[src/rtl/slice_gate_pkg.sv]
package slice_gate_pkg;
  localparam int unsigned PIPE_STAGES = 5;
  localparam int unsigned OPC_BITS    = 6;

  typedef enum logic [2:0] {
    STG_FETCH  = 3'd0,
    STG_DECODE = 3'd1,
    STG_EXEC   = 3'd2,
    STG_MEMORY = 3'd3,
    STG_WBACK  = 3'd4
  } stage_e;
endpackage

[src/rtl/slice_opc_match.sv]
module slice_opc_match #(
  parameter int unsigned           OPC_W     = 6,
  parameter logic [OPC_W-1:0]      MATCH_OPC = 6'b111000,
  parameter logic [OPC_W-1:0]      OPC_MASK  = 6'b111111
) (
  input  logic [OPC_W-1:0] opcode,
  output logic             hit
);
  localparam logic [OPC_W-1:0] MASKED_REF = MATCH_OPC & OPC_MASK;

  always_comb begin
    hit = ((opcode & OPC_MASK) == MASKED_REF);
  end
endmodule

[src/rtl/slice_token_reg.sv]
module slice_token_reg (
  input  logic clk,
  input  logic rst_n,
  input  logic tok_in,
  input  logic block,
  output logic tok_q
);
  logic tok_d;

  // next-state: token advances unless this stage is held off
  always_comb begin
    tok_d = tok_in & ~block;
  end

  always_ff @(posedge clk or negedge rst_n) begin
    if (!rst_n) begin
      tok_q <= 1'b0;
    end else begin
      tok_q <= tok_d;
    end
  end
endmodule

[src/rtl/slice_gate_tracker.sv]
module slice_gate_tracker
  import slice_gate_pkg::*;
#(
  parameter int unsigned                 NUM_STAGES = PIPE_STAGES,
  parameter int unsigned                 INSTR_W    = 32,
  parameter int unsigned                 OPC_MSB    = 31,
  parameter int unsigned                 OPC_W      = OPC_BITS,
  parameter logic [OPC_W-1:0]            MATCH_OPC  = 6'b111000,
  parameter logic [OPC_W-1:0]            OPC_MASK   = 6'b111111
) (
  input  logic                  clk,
  input  logic                  rst_n,
  input  logic [INSTR_W-1:0]    instr_word,
  input  logic                  flush,
  input  logic [NUM_STAGES-1:0] stage_freeze,
  output logic [NUM_STAGES-1:0] slice_token,
  output logic [NUM_STAGES-1:0] gate_en
);
  localparam int unsigned OPC_LSB = OPC_MSB - OPC_W + 1;

  logic                  opc_hit;
  logic [NUM_STAGES-1:0] stage_in;
  logic [NUM_STAGES-1:0] stage_block;

  slice_opc_match #(
    .OPC_W     (OPC_W),
    .MATCH_OPC (MATCH_OPC),
    .OPC_MASK  (OPC_MASK)
  ) u_match (
    .opcode (instr_word[OPC_MSB:OPC_LSB]),
    .hit    (opc_hit)
  );

  genvar s;
  generate
    for (s = 0; s < NUM_STAGES; s++) begin : g_stage
      if (s == 0) begin : g_head
        always_comb begin
          stage_in[s]    = opc_hit;
          stage_block[s] = stage_freeze[s] | flush;
        end
      end else begin : g_body
        always_comb begin
          stage_in[s]    = slice_token[s-1];
          stage_block[s] = stage_freeze[s];
        end
      end

      slice_token_reg u_tok (
        .clk    (clk),
        .rst_n  (rst_n),
        .tok_in (stage_in[s]),
        .block  (stage_block[s]),
        .tok_q  (slice_token[s])
      );

      always_comb begin
        gate_en[s] = slice_token[s];
      end
    end
  endgenerate
endmodule

[config.mk]
export PLATFORM = sky130hd
export DESIGN_NAME = slice_gate_tracker
export DESIGN_NICKNAME = d
export VERILOG_FILES = /design/src/rtl/slice_gate_pkg.sv /design/src/rtl/slice_opc_match.sv /design/src/rtl/slice_token_reg.sv /design/src/rtl/slice_gate_tracker.sv
export SDC_FILE = /design/constraint.sdc
export NUM_CORES = 1
export LEC_CHECK = 0
export BUFFER_PORTS_ARGS = -buffer_cell sky130_fd_sc_hd__buf_2
export CORE_AREA = 5 5 42 44
export CTS_BUF_LIST = sky130_fd_sc_hd__clkbuf_2
export DETAILED_ROUTE_END_ITERATION = 10
export DIE_AREA = 0 0 47 49
export PLACE_DENSITY = 0.67
export SYNTH_ARGS = -nofsm -noshare
export SYNTH_HDL_FRONTEND = slang
export SYNTH_HIERARCHICAL = 1
export SYNTH_SLANG_ARGS = --single-unit
export TNS_END_PERCENT = 20
[constraint.sdc]
create_clock -name clk -period 0.8 [get_ports clk]
set_clock_uncertainty 0.2 [all_clocks]
set_input_delay 0.2 -clock clk [delete_from_list [all_inputs] [get_ports clk]]
set_output_delay 0.2 -clock clk [all_outputs]
set_load 0.03 [all_outputs]
== Yosys cells after proc, flatten, opt, wreduce, memory -nomap -nowiden ==
Cells that the tools add are included.

* Equal/unequal tests: 1
* Bitwise gates (word level): 11

{| class="wikitable"
|+ Operator list
! operator !! number
|-
| == test 6 bit (second input constant) || 1
|-
| bitwise AND 1 bit || 5
|-
| NOT 1 bit || 5
|-
| OR 1 bit || 1
|}

* Output and inout bits: 10
* Register bits: 5
* Word-level logic and storage cells: 17

== Longest topological paths before layout ==
* Depth in word-level cells: 3
* Mapped depth: 3
* Gate-level depth less buffers: 3

== By module ==
Netlist, hierarchy kept.

{| class="wikitable"
|+ Modules (own cells, without submodules)
! module !! sequential area each (sq um) !! cells each !! instances !! area an instance (sq um)
|-
| slice_token_reg || 25.0 || 2 || 5 || 38.8
|-
| slice_gate_tracker || 0.0 || 6 || 1 || 43.8
|-
| slice_opc_match || 0.0 || 2 || 1 || 18.8
|}

== Worst setup path before layout ==
Ideal clock, no wire load.

* Path kind: register to output
* Start point: reg g_stage[0].u_tok.tok_q
* End point: out slice_token[0]
* Path buffers: 1
* Data arrival time: 0.721 ns
* Required time: 0.400 ns
* Cell stages (with the launch flop): 2
* Slack: -0.321 ns
* Cell sequence: dfrtp_1 > buf_4

{| class="wikitable"
|+ RTL lines
! what !! line !! source
|-
| from (decl) || slice_token_reg.sv:6 || <nowiki>output logic tok_q</nowiki>
|-
| from (signal assigned) || slice_token_reg.sv:19 || <nowiki>tok_q <= tok_d;</nowiki>
|-
| to (decl) || slice_gate_tracker.sv:16 || <nowiki>output logic [NUM_STAGES-1:0] slice_token,</nowiki>
|}

No word-level cell between the ends.

== Final worst setup path ==
* Start point: reg g_stage[0].u_tok.tok_q
* End point: out slice_token[0]

No word-level cell between the ends.

==> results.toml <==
[run_status]
outcome = "complete, but fails checks"
violations = "negative hold slack, negative setup slack"

[global_routing]
grtUsageTotal_pct = 7.355
grt_first_pass_wirelength_mm = 1.069
grt_pass1_vias = 245
grt_antenna_before_repair = 0
grt_overflow_total = 0
grt_start_max_net_pins = 6

[final_layout]
fin_util_pct = 32.86
largest_register_ffs = 5
drive_gt1_share_pct = 92.86
finalNetCount = 83
regMostFlops = "g_stage.u_tok/tok_q"
top_regs = "g_stage.u_tok/tok_q: 5 flops"
multi_input_area_um2 = 93.84
n_fill_cell = 152
n_antenna_cell = 0
regArea_um2 = 131.4
syn2layout_area_growth_pct = 79.51

[setup_path]
critPathKind = "register to output pin"
r2r_start = "g_stage[0].u_tok/tok_q$_DFF_PN0_"
worst_path_dominant_cell_family = "flip-flops"
worst-endpoint-required_ps = 400
cp.buffers_inverters = 1
crit_chain = "buf_6"
crit_path_start_kind = "register"
crit_path_end_kind = "output pin"
cp_max_fo = 3
reg2reg_setup_slack_ps = -180
r2r-end = "g_stage[1].u_tok/tok_q$_DFF_PN0_"
slowest_delay_ps = 430
ff2ff_path_depth = 2
cp.arrival_ps = 790
critical-path-slowest-cell = "dfrtp_2"

[routing]
drt.antenna.violating_nets = 0
dr_wl_met3_um = 171
drt_wl_total_um = 636
wl_per_cell_um = 10.97
vias_per_cell = 3.810
drt_iter0_markers = 2
firstDrtPassIters = 2
via_count = 221
highest_layer = "met3"
drc = 0
wl_met1_um = 203
wl_met2_um = 262

[synth]
avgSynthCellArea_um2 = 14.25
synth_common_cells = "buf_4, dfrtp_1, nor2b_4"
synth_top_area_share_pct = 48.78
ys.flop_type = "dfrtp_1"
synth_edf_count = 0
syn_area_um2 = 256.5
synthArstFlopShare_pct = 100.0
ys_seq_area_share_pct = 48.78
yosys-top-cells-area = "dfrtp_1, nor2b_4, buf_4"
synth_cell_types = 6
synth_fp_nets = 58
ys_ff_latch = 5
yosys_warnings = 6
synth_top_area_cell = "dfrtp_1"
syn_inst = 18

[placement]
io_buffers = 23
place.gp.congestion = 0.5737

[timing]
timing.fmax_ghz = 0.8436
worst_slack_ps = -385.4
rsz0062_at_grt = "true"
slew_violations = 0
hold_slack_ps = -48.18
relSlewSlack_pct = 92.20
setup_viol = 14
min_period_over_period_pct = 148.2
hold_viol = 4
tightest_slew_ps = 116.3
period_needed_ps = 1185

[power_and_ir_drop]
clkPwrFrac_pct = 42.9
p_leak_uw = 0.0002162
ir_drop_mv = 0.4430
seqPwrFrac_pct = 47.1
pwr_density_cell_nw_per_um2 = 1170
p_switching_uw = 122.4
p_comb_share_pct = 10.0
power_uw = 538.9
swShare_pct = 22.72
p_int_uw = 416.4

[cts]
cts_tree = "built"
cts_buffer_depth = 2
cts.sinks = 5
insertion_delay_ps = 210
clk_pin_slew_worst_paths_ps = 60
cts_buffers = 3
root_buffer = "clkbuf_2"
ctsHoldBuffers = 1
htree_levels = 1

[floorplan]
boundaryPins = 50
rows = 14
initial_core_util_pct = 18.30
coreArea_um2 = 1401
fp.dieW_um = 47
die_height_um = 49
die-area_um2 = 2303

[flow_run]
max_cap_viol_count = 0

[min_path]
hp-class = "primary input to register"
hold_end = "g_stage[4].u_tok/tok_q$_DFF_PN0_"
holdPathStages = 2
worstHoldStart = "stage_freeze[4]"
worst max path at each step:
stage	depth (start not counted)	to	from	slack [ps]
after floorplan	1	slice_token[0]	g_stage[0].u_tok/tok_q$_DFF_PN0_	-230
after global placement	4	g_stage[0].u_tok/tok_q$_DFF_PN0_	instr_word[28]	-190
after detailed placement	4	g_stage[0].u_tok/tok_q$_DFF_PN0_	instr_word[28]	-210
after CTS	1	slice_token[0]	g_stage[0].u_tok/tok_q$_DFF_PN0_	-410
after global routing	1	slice_token[0]	g_stage[0].u_tok/tok_q$_DFF_PN0_	-460
final	1	slice_token[0]	g_stage[0].u_tok/tok_q$_DFF_PN0_	-390
routing by layer:
metal  up-vias  GRT usage (%)
met5         -              0
met4         0          4.147
met3         0          9.594
met2        24          9.502
met1        97          6.013
li1        100              -
per-stage QoR:
step           cell area [um2]  cells  setup TNS (ps)  setup slack (ps)
6_report                 460.4     58           -4132            -385.4
5_1_grt                  460.4     58           -4882            -463.4
4_1_cts                  456.7     58           -4396            -410.8
3_5_place_dp             360.3     52           -2015            -206.3
3_3_place_gp             360.3     52           -1905            -192.3
2_1_floorplan            281.5     18           -1969            -225.7
timing repair:
| action | CTS | global route |
|---|---|---|
| pin swaps | 0 | 0 |
| hold endpoints to repair | 9 | 4 |
| gates resized for setup | 19 | 1 |
| buffers inserted | 1 | 0 |
| setup endpoints to repair | 14 | 14 |
layout by cell type (no fill, tap or decap), drive strengths merged:
master,n
dlygate4sd3,1
nand4b,1
nor3,1
clkbuf,4
buf,24
or2,1
nor2b,5
dfrtp,5
cell type report:
class / count / area share (%)
Timing Repair Buffer: 25 / 42.39
Sequential cell: 5 / 28.53
Tap cell: 16 / 4.348
Clock buffer: 4 / 4.348
Multi-Input combinational cell: 8 / 20.38
power groups by stage:
stage / sequential (uW) / combinational [uW] / clock (uW)
floorplan: 259 / 8.02 / 0
global placement: 258 / 48.9 / 0
detailed placement: 258 / 50.4 / 0
CTS: 254 / 55.3 / 251
global route: 253 / 60.2 / 291
finish: 254 / 54.0 / 231
worst register-to-register path, delay by kind of cell, from the launching register on:
| kind | cells | cell delay (ps) |
|---|---|---|
| DFF | 1 | 430 |
| buffers and inverters | 1 | 140 |
| and+or+nand+nor | 1 | 110 |
cell families (layout without fill, tap and decap cells):
kind of cell  count (synthesis)  after routing  share of synthesized area (%)
simple gates                  8              8                          36.59
flops                         5              5                          48.78
buf+inv                       5             29                          14.64
Power figures use the tool's default switching activity.
